==> config.mk <==
export PLATFORM = sky130hd
export DESIGN_NAME = thr_dur_search
export DESIGN_NICKNAME = d
export VERILOG_FILES = /design/src/rtl/thr_pkg.sv /design/src/rtl/thr_div.sv /design/src/rtl/thr_ctl.sv /design/src/rtl/thr_dp.sv /design/src/rtl/thr_dur_search.sv
export SDC_FILE = /design/constraint.sdc
export NUM_CORES = 2
export LEC_CHECK = 0
export ABC_CLOCK_PERIOD_IN_PS = 5500
export BUFFER_PORTS_ARGS = -buffer_cell sky130_fd_sc_hd__buf_4
export CAP_MARGIN = 20
export CORE_UTILIZATION = 59
export DETAILED_ROUTE_END_ITERATION = 8
export PLACE_DENSITY_LB_ADDON = 0.25
export SETUP_SLACK_MARGIN = 0.05
export SYNTH_ARGS = -nofsm -noshare
export SYNTH_HDL_FRONTEND = slang
export SYNTH_SLANG_ARGS = --single-unit
==> constraint.sdc <==
create_clock -name clk -period 5.5 [get_ports clk]
set_input_delay 0 -clock clk [delete_from_list [all_inputs] [get_ports clk]]
set_output_delay 0 -clock clk [all_outputs]
set_load 0.01 [all_outputs]
==> src/rtl/thr_pkg.sv <==
package thr_pkg;
  typedef struct packed {
    logic latch;
    logic div1Go;
    logic div2Go;
    logic capOff;
    logic capCand;
    logic evalCand;
    logic stepDown;
    logic publish;
  } thr_strobe_t;

  typedef struct packed {
    logic divDone;
    logic lastPeriod;
    logic badCfg;
  } thr_status_t;
endpackage

==> src/rtl/thr_div.sv <==
module thr_div #(
  parameter int DVD_W = 40,
  parameter int DVS_W = 32
) (
  input  logic             clk,
  input  logic             rstN,
  input  logic             go,
  input  logic [DVD_W-1:0] dvd,
  input  logic [DVS_W-1:0] dvs,
  output logic [DVD_W-1:0] quo,
  output logic             fin
);
  localparam int CW = $clog2(DVD_W + 1);

  logic [DVS_W-1:0] rem, dvsR;
  logic [DVD_W-1:0] acc;
  logic [CW-1:0]    cnt;
  logic             run;
  logic [DVS_W:0]   trial, diff;
  logic             geq;

  always_comb begin
    trial = {rem, acc[DVD_W-1]};
    geq   = trial >= {1'b0, dvsR};
    diff  = trial - {1'b0, dvsR};
  end

  always_ff @(posedge clk or negedge rstN) begin
    if (!rstN) begin
      rem <= '0; dvsR <= '0; acc <= '0; cnt <= '0; run <= 1'b0; fin <= 1'b0;
    end else if (go) begin
      rem <= '0; dvsR <= dvs; acc <= dvd; cnt <= CW'(DVD_W); run <= 1'b1; fin <= 1'b0;
    end else if (run) begin
      rem <= geq ? diff[DVS_W-1:0] : trial[DVS_W-1:0];
      acc <= {acc[DVD_W-2:0], geq};
      cnt <= cnt - 1'b1;
      if (cnt == CW'(1)) begin
        run <= 1'b0;
        fin <= 1'b1;
      end
    end else begin
      fin <= 1'b0;
    end
  end

  assign quo = acc;
endmodule

==> src/rtl/thr_ctl.sv <==
module thr_ctl
  import thr_pkg::*;
(
  input  logic        clk,
  input  logic        rstN,
  input  logic        start,
  input  thr_status_t stat,
  output thr_strobe_t stb,
  output logic        busy,
  output logic        done,
  output logic        errFlag
);
  typedef enum logic [2:0] {S_IDLE, S_D1GO, S_D1RUN, S_D2GO, S_D2RUN, S_EVAL, S_FIN} state_t;
  state_t state, nxt;

  always_comb begin
    stb = '0;
    nxt = state;
    unique case (state)
      S_IDLE:  if (start && !stat.badCfg) begin stb.latch = 1'b1; nxt = S_D1GO; end
      S_D1GO:  begin stb.div1Go = 1'b1; nxt = S_D1RUN; end
      S_D1RUN: if (stat.divDone) begin stb.capOff = 1'b1; nxt = S_D2GO; end
      S_D2GO:  begin stb.div2Go = 1'b1; nxt = S_D2RUN; end
      S_D2RUN: if (stat.divDone) begin stb.capCand = 1'b1; nxt = S_EVAL; end
      S_EVAL:  begin
        stb.evalCand = 1'b1;
        if (stat.lastPeriod) nxt = S_FIN;
        else begin stb.stepDown = 1'b1; nxt = S_D1GO; end
      end
      S_FIN:   begin stb.publish = 1'b1; nxt = S_IDLE; end
      default: nxt = S_IDLE;
    endcase
  end

  always_ff @(posedge clk or negedge rstN) begin
    if (!rstN) begin
      state <= S_IDLE; done <= 1'b0; errFlag <= 1'b0;
    end else begin
      state <= nxt;
      done  <= 1'b0;
      if (state == S_IDLE && start && stat.badCfg) begin
        done <= 1'b1; errFlag <= 1'b1;
      end else if (state == S_FIN) begin
        done <= 1'b1; errFlag <= 1'b0;
      end
    end
  end

  assign busy = (state != S_IDLE);
endmodule

==> src/rtl/thr_dp.sv <==
module thr_dp
  import thr_pkg::*;
#(
  parameter int FW = 32,
  parameter int CW = 8,
  parameter int MW = 16
) (
  input  logic          clk,
  input  logic          rstN,
  input  thr_strobe_t   stb,
  input  logic [FW-1:0] tgtIn,
  input  logic [FW-1:0] fsIn,
  input  logic [MW-1:0] maxIn,
  output thr_status_t   stat,
  output logic          modEn,
  output logic [CW-1:0] onCnt,
  output logic [CW-1:0] offCnt,
  output logic [FW+CW-1:0] achFreq
);
  localparam int PW   = FW + CW;
  localparam int MAXP = (1 << CW) - 1;

  logic [FW-1:0] tgtR, fsR;
  logic [CW-1:0] perR, offCand, bestOn, bestOff, perClamp;
  logic [PW-1:0] candF, bestF, dvdMux, quo;
  logic [FW-1:0] dvsMux;
  logic [PW:0]   candErr, bestErr;
  logic          divFin;

  function automatic logic [PW:0] absDiff(input logic [PW-1:0] a, input logic [FW-1:0] b);
    logic [PW:0] d;
    d = {1'b0, a} - (PW+1)'(b);
    return d[PW] ? (~d + 1'b1) : d;
  endfunction

  always_comb begin
    perClamp = (maxIn > MW'(MAXP)) ? CW'(MAXP) : maxIn[CW-1:0];
    dvdMux   = stb.div1Go ? PW'(tgtR) * PW'(perR) : PW'(fsR) * PW'(offCand);
    dvsMux   = stb.div1Go ? fsR : FW'(perR);
    candErr  = absDiff(candF, tgtR);
    bestErr  = absDiff(bestF, tgtR);
    stat.divDone    = divFin;
    stat.lastPeriod = (perR == CW'(1));
    stat.badCfg     = (fsIn == '0) || (maxIn == '0);
  end

  thr_div #(.DVD_W(PW), .DVS_W(FW)) u_div (
    .clk(clk), .rstN(rstN), .go(stb.div1Go | stb.div2Go),
    .dvd(dvdMux), .dvs(dvsMux), .quo(quo), .fin(divFin)
  );

  always_ff @(posedge clk or negedge rstN) begin
    if (!rstN) begin
      tgtR <= '0; fsR <= '0; perR <= '0; offCand <= '0; candF <= '0;
      bestF <= '0; bestOn <= '0; bestOff <= '0;
      modEn <= 1'b0; onCnt <= '0; offCnt <= '0; achFreq <= '0;
    end else begin
      if (stb.latch) begin
        tgtR <= tgtIn; fsR <= fsIn; perR <= perClamp;
        bestF <= PW'(fsIn); bestOff <= CW'(1); bestOn <= '0;
      end
      if (stb.capOff)   offCand <= quo[CW-1:0];
      if (stb.capCand)  candF <= quo;
      if (stb.evalCand && candErr <= bestErr) begin
        bestF <= candF; bestOff <= offCand; bestOn <= perR - offCand;
      end
      if (stb.stepDown) perR <= perR - 1'b1;
      if (stb.publish) begin
        achFreq <= bestF;
        if (bestF == PW'(fsR)) begin
          modEn <= 1'b0; onCnt <= '0; offCnt <= '0;
        end else begin
          modEn <= 1'b1; onCnt <= bestOn; offCnt <= bestOff;
        end
      end
    end
  end
endmodule

==> src/rtl/thr_dur_search.sv <==
module thr_dur_search
  import thr_pkg::*;
#(
  parameter int FW = 32,
  parameter int CW = 8,
  parameter int MW = 16
) (
  input  logic             clk,
  input  logic             rstN,
  input  logic             start,
  input  logic [FW-1:0]    tgtFreq,
  input  logic [FW-1:0]    fullFreq,
  input  logic [MW-1:0]    maxPeriod,
  output logic             busy,
  output logic             done,
  output logic             errFlag,
  output logic             modEn,
  output logic [CW-1:0]    onCnt,
  output logic [CW-1:0]    offCnt,
  output logic [FW+CW-1:0] achFreq
);
  thr_strobe_t stb;
  thr_status_t stat;

  thr_ctl u_ctl (
    .clk(clk), .rstN(rstN), .start(start), .stat(stat), .stb(stb),
    .busy(busy), .done(done), .errFlag(errFlag)
  );

  thr_dp #(.FW(FW), .CW(CW), .MW(MW)) u_dp (
    .clk(clk), .rstN(rstN), .stb(stb), .tgtIn(tgtFreq), .fsIn(fullFreq),
    .maxIn(maxPeriod), .stat(stat), .modEn(modEn), .onCnt(onCnt),
    .offCnt(offCnt), .achFreq(achFreq)
  );
endmodule

Word-level counts from Yosys, hierarchy flattened
Cells that the tools add are included.
{"block": "op_classes", "bitwise_logic": 3, "mux": 47, "n_reduce_logical": 15, "n_lt_le_gt_ge": 3, "eq_ne": 13, "mul": 2, "n_addsub": 8}
{"op": "40-bit 2-to-1 mux", "count": 5}
{"op": "32-bit 2-to-1 mux", "count": 4}
{"op": "41-bit by 1-bit adder with 41-bit output (second input constant)", "count": 2}
{"op": "41-bit 2-to-1 mux", "count": 2}
{"op": "41-bit inverter", "count": 2}
{"op": "40-bit by 32-bit subtractor with 41-bit output", "count": 2}
{"op": "32-bit by 8-bit multiplier with 40-bit output", "count": 2}
{"op": "8-bit 2-to-1 mux", "count": 9}
{"op": "41-bit <= comparator", "count": 1}
{"op": "40-bit by 32-bit == test with 1-bit output", "count": 1}
{"op": "33-bit by 32-bit >= comparator with 1-bit output", "count": 1}
{"op": "32-bit zero test", "count": 1}
{"op": "32-bit subtractor", "count": 1}
{"op": "1-bit 2-to-1 mux", "count": 19}
{"op": "3-bit case mux with 6 select lines", "count": 1}
{"op": "16-bit by 8-bit > comparator with 1-bit output (second input constant)", "count": 1}
{"op": "16-bit zero test", "count": 1}
{"op": "3-bit 2-to-1 mux", "count": 4}
{"op": "6-bit 2-to-1 mux", "count": 2}
{"op": "3-bit == test (second input constant)", "count": 3}
{"op": "8-bit by 1-bit == test with 1-bit output (second input constant)", "count": 1}
{"op": "2-bit nonzero test", "count": 4}
{"op": "8-bit by 1-bit subtractor with 8-bit output (second input constant)", "count": 1}
{"op": "8-bit subtractor", "count": 1}
{"op": "14 further kinds", "count": 20}
{"block": "word_totals", "elab_cells": 112, "out_inout_bits": 60, "register_bits": 350, "inputBits": 83}

Longest topological paths before layout
{"block": "logic_depth", "word_depth": 8, "mapped_depth": 31, "mapped_depth_nobuf": 26}

Cells and area by module
Synthesis repeated with hierarchy kept, for this count alone.
{"block": "unflattened", "cells_unflattened": 4567, "hier_area_um2": 38996.2}
{"mod": "thr_dp", "n_inst": 1, "area_each_um2": 31974.4, "cells_each": 3750}
{"mod": "thr_div", "n_inst": 1, "area_each_um2": 6687.7, "cells_each": 781}
{"mod": "thr_ctl", "n_inst": 1, "area_each_um2": 334.1, "cells_each": 36}

Least setup slack after synthesis
No wires, ideal clock.
{"block": "synth_timing", "kind": "register to register", "from": "register u_dp.tgtR[13]", "to": "register u_dp.bestF[14]", "path_buffers": 5, "path_slack_ns": -0.550, "t_arrival_ns": 5.932, "stages_incl_launch_ff": 30, "period_less_slack_ns": 6.050, "required_ns": 5.382, "path_cell_list": "dfrtp_1 > clkbuf_1 > inv_1 > ha_1 > a21oi_1 > o21ai_0 > a211o_1 > o21ai_1 > a211oi_1 > or3_1 > a21oi_1 > and2_0 > clkbuf_1 > clkbuf_1 > nand2_1 > xnor2_1 > ha_1 > a21o_1 > a21o_1 > a21oi_1 > o21ai_0 > a21oi_1 > nor3_1 > o21ai_0 > nand3_1 > o22ai_1 > clkbuf_1 > clkbuf_1 > a21oi_1 > a21o_1"}
{"block": "synth_between", "elab_chain_len": 7, "elab_cells_between_ends": 12, "cone_classes": "add/sub (4); order compare (1); mux (3); bitwise (2); reduce/logical (2)"}
{"element": "from (decl)", "line": "thr_dp.sv:23", "source": "logic [FW-1:0] tgtR, fsR;"}
{"element": "from (signal assigned)", "line": "thr_dp.sv:59", "source": "tgtR <= tgtIn; fsR <= fsIn; perR <= perClamp;"}
{"element": "40-bit by 32-bit subtractor with 41-bit output", "line": "thr_dp.sv:32", "source": "d = {1'b0, a} - (PW+1)'(b);"}
{"element": "41-bit inverter", "line": "thr_dp.sv:33", "source": "return d[PW] ? (~d + 1'b1) : d;"}
{"element": "41-bit by 1-bit adder with 41-bit output", "line": "thr_dp.sv:33"}
{"element": "41-bit 2-to-1 mux", "line": "thr_dp.sv:33"}
{"element": "41-bit <= comparator (*)", "line": "thr_dp.sv:64", "source": "if (stb.evalCand && candErr <= bestErr) begin"}
{"element": "1-bit logical AND (*)", "line": "thr_dp.sv:64"}
{"element": "40-bit 2-to-1 mux or 2-bit nonzero test (tied branches)"}
{"element": "to (signal assigned)", "line": "thr_dp.sv:65", "source": "bestF <= candF; bestOff <= offCand; bestOn <= perR - offCand;"}
{"element": "to (decl)", "line": "thr_dp.sv:25", "source": "logic [PW-1:0] candF, bestF, dvdMux, quo;"}
Mark *: on every way between the ends. The rest lies on a longest branch, timed or not.
A chain may end at the register's enable or synchronous reset.

Worst setup path in the final report
{"block": "layout_timing", "from": "register u_dp.tgtR[4]", "to": "register u_dp.bestOn[2]"}
{"block": "layout_between", "elab_chain_len": 7, "elab_cells_between_ends": 12, "cone_classes": "add/sub (4); order compare (1); mux (3); bitwise (2); reduce/logical (2)"}
{"element": "40-bit by 32-bit subtractor with 41-bit output", "line": "thr_dp.sv:32"}
{"element": "41-bit inverter", "line": "thr_dp.sv:33"}
{"element": "41-bit by 1-bit adder with 41-bit output", "line": "thr_dp.sv:33"}
{"element": "41-bit 2-to-1 mux", "line": "thr_dp.sv:33"}
{"element": "41-bit <= comparator (*)", "line": "thr_dp.sv:64"}
{"element": "1-bit logical AND (*)", "line": "thr_dp.sv:64"}
{"element": "8-bit 2-to-1 mux or 2-bit nonzero test (tied branches)"}
{"element": "to (signal assigned)", "line": "thr_dp.sv:65"}
{"element": "to (decl)", "line": "thr_dp.sv:24", "source": "logic [CW-1:0] perR, offCand, bestOn, bestOff, perClamp;"}
Marks and branches as above.

==> out/results.txt <==
Setup_tns = -18.63 ns
Worst rel slew slack = 37.4%
CTS tree = done
Largest net degree at the start of global routing = 154
Worst r2r src = u_dp.tgtR[4]
Core area = 64500 sq um
Rows = 93
Port-buffer cells = 142
DRT Pass-1 Iters = 9
Die footprint = 66300 sq um
Dpl hpwl = 108 mm
Worst EP required = 6.02 ns
Crit path arrival time = 6.41 ns
Die width = 258 um
Gpl congestion = 0.999
Post-synth cell types = 73
Initial Utilization = 59.8%
Clock tree root buffer cell = clkbuf_16
Reg2reg end = u_dp.bestOn[2]
Vias = 36700
Min Tclk post-route = 5.89 ns
Max cap viols = 0
Crit Path Class = reg -> reg
CP max stage cell = or4b_4
Crit-path max FO = 16
Reg2Reg Depth = 26
H-tree Lvls = 2
Layout area overhead = 26.0%
Period utilization = 107%
First-pass GRT wire length = 211 mm
CP most frequent cell = a21o_1
Final hold slack = 0.0153 ns
Initial DRC count = 4146
Synth Area per Inst = 8.56 sq um
GR Overflow Total = 0
FMAX = 170 MHz
CP Capture Type = register
#FFs+latches synth = 350
Final setup margin = -0.390 ns
Delay-heaviest family, CP = simple AND/OR/NAND/NOR gates
Syn Inst Count = 4501
Clock transition at path regs = 0.06 ns
Final Hold Vio Count = 0
Clk_lat worst skew = 0.60 ns
Top Ports = 143
Max incr delay on CP = 0.54 ns
Hold Crit Class = in -> async
Seq/Total Area, Yosys = 22.7%
DRC = 0
Final net count = 5890
Mapped Nets = 5217
Fraction of layout cells with a size suffix above 1 = 22.4%
Clock skew = 0.0388 ns
Leading post-synthesis cells by cell area = dfrtp_1 23%, fa_1 19%, ha_1 8.7%
Post-synth EDFFs = 0
Post-synth ARST share = 100%
Slew Limit Fails = 0
Crit path from = u_dp.tgtR[4]
Clock sink count = 350
Top FF cell, synth = dfrtp_1
Setup violations, final = 56
Num CTS Buffers = 42
Cell taking the most area after synthesis = dfrtp_1
Slew of the pin with the lowest slew margin = 0.939 ns
Total Routing Usage GR = 41.7%
Worst Setup Start Kind = register
Syn. warnings = 0
Detailed Route WL = 141 mm
Top-area cell type share of the netlist area = 22.7%
Number of global-route vias before repair = 36200
Reg-to-reg setup timing slack = -0.39 ns
CTS max path bufs = 3
Post-Syn Area = 38500 sq um
Initial antenna violation count = 8
Antenna Violating Nets Remaining = 0
Status = finished, violations left
Routed len/inst = 23.2 um
Die Ht = 258 um
Drt via density = 6.05
RSZ-0062 raised after global routing = yes
Failing checks = setup timing
Filler cells = 4655
CP bufs+invs = 4
## placed cells by master, fill, tap and decap left out, types with 96 or more instances in the layout
cell type  count
buf_4        745
nand2_1      706
inv_1        457
fa_1         350
dfrtp_1      327
ha_1         244
o21ai_0      227
a21oi_1      225
and2_1       214
nor2_1       198
a21o_1       153
xnor2_1      148
xor2_1        96
## flip-flops by register name, summed over array words and instances, names as in the netlist, 32 cells and up
name	flops
u_dp.achFreq	40
u_dp.bestF	40
u_dp.candF	40
u_dp.fsR	32
u_dp.tgtR	32
u_dp.u_div.dvsR	32
u_dp.u_div.quo	40
u_dp.u_div.rem	32
## stage by stage
step / instance area [sq um] / instances / utilization, % / worst slack [ns]
2_1_floorplan: 38700 / 4501 / - / -0.0986
3_3_place_gp: 44600 / 5857 / 69.3 / -0.478
3_5_place_dp: 44600 / 5857 / 69.3 / -0.580
4_1_cts: 47400 / 6029 / 73.5 / -0.394
5_1_grt: 48500 / 6061 / 75.3 / -0.625
6_report: 48500 / 6065 / 75.3 / -0.390
## metal layers
metal  vias to the layer above  global-route usage [%]  wire length [um]
li1                      16300                       -                 -
met1                     17900                    56.2             55100
met2                      1957                    62.8             60900
met3                       473                    10.3             15700
met4                         2                    21.1              9010
met5                         -                       0                13
## cells in the mapped netlist (16+ instances only)
| cell | count |
|---|---|
| buf_1 | 23 |
| o21ai_0 | 258 |
| o31ai_1 | 23 |
| a211oi_1 | 52 |
| nor3_1 | 35 |
| nand2b_1 | 23 |
| nand3b_1 | 37 |
| nand4_1 | 38 |
| xnor2_1 | 151 |
| a31oi_1 | 34 |
| mux2_2 | 73 |
| xor2_1 | 98 |
| ha_1 | 269 |
| o211ai_1 | 28 |
| a22o_1 | 17 |
| a21o_1 | 153 |
| o21bai_1 | 21 |
| nand2_1 | 711 |
| clkbuf_1 | 218 |
| nor4_1 | 27 |
| dfrtp_1 | 350 |
| o21a_1 | 16 |
| nor2b_1 | 33 |
| nand3_1 | 47 |
| and2_1 | 218 |
| mux2i_1 | 52 |
| inv_1 | 462 |
| and3_1 | 34 |
| fa_1 | 364 |
| nor2_1 | 206 |
| a21oi_1 | 271 |
## worst max path at each step
| stage | to | slack (ns) | depth (start not counted) |
|---|---|---|---|
| after floorplan | u_dp.bestF[14] | -0.1 | 26 |
| after global placement | u_dp.bestF[18] | -0.48 | 27 |
| final | u_dp.bestOn[2] | -0.39 | 26 |
| after global routing | u_dp.bestOn[6] | -0.63 | 27 |
| after CTS | u_dp.bestF[38] | -0.39 | 26 |
| after detailed placement | u_dp.bestF[19] | -0.58 | 27 |
## layout make-up
type	count	area (sq um)	area share, %
multi-input combinational	3444	28200	58.1
sequential	350	8790	18.1
timing repair buffer	874	7310	15.1
inverter	462	1730	3.57
clock buffer	50	1130	2.33
tap	855	1070	2.20
clock inverter	24	298	0.614
antenna	6	15.0	0.0309
## cells by family after synthesis
family | count (synthesis) | share of synthesized area (%)
muxes | 125 | 3.48
other | 2 | 0.0195
AOI/OAI and AO/OA | 972 | 15.7
and+or+nand+nor | 1463 | 17.9
xor gates and xnor gates | 249 | 5.66
buffers and inverters | 707 | 6.90
adders and majority gates | 633 | 27.6
DFF | 350 | 22.7
## what timing repair did
item | in CTS | in global routing
cloned | 3 | 6
setup endpoints to repair | 70 | 78
endpoints found under the hold margin | 189 | 0
resized for setup | 88 | 179
pin swaps | 32 | 122
setup buffers | 21 | 27
hold buffers | 76 | 0
Power is left out: the tool's default activity adds up to more than one toggle a clock period on the data nets, which glitch-free logic cannot reach.
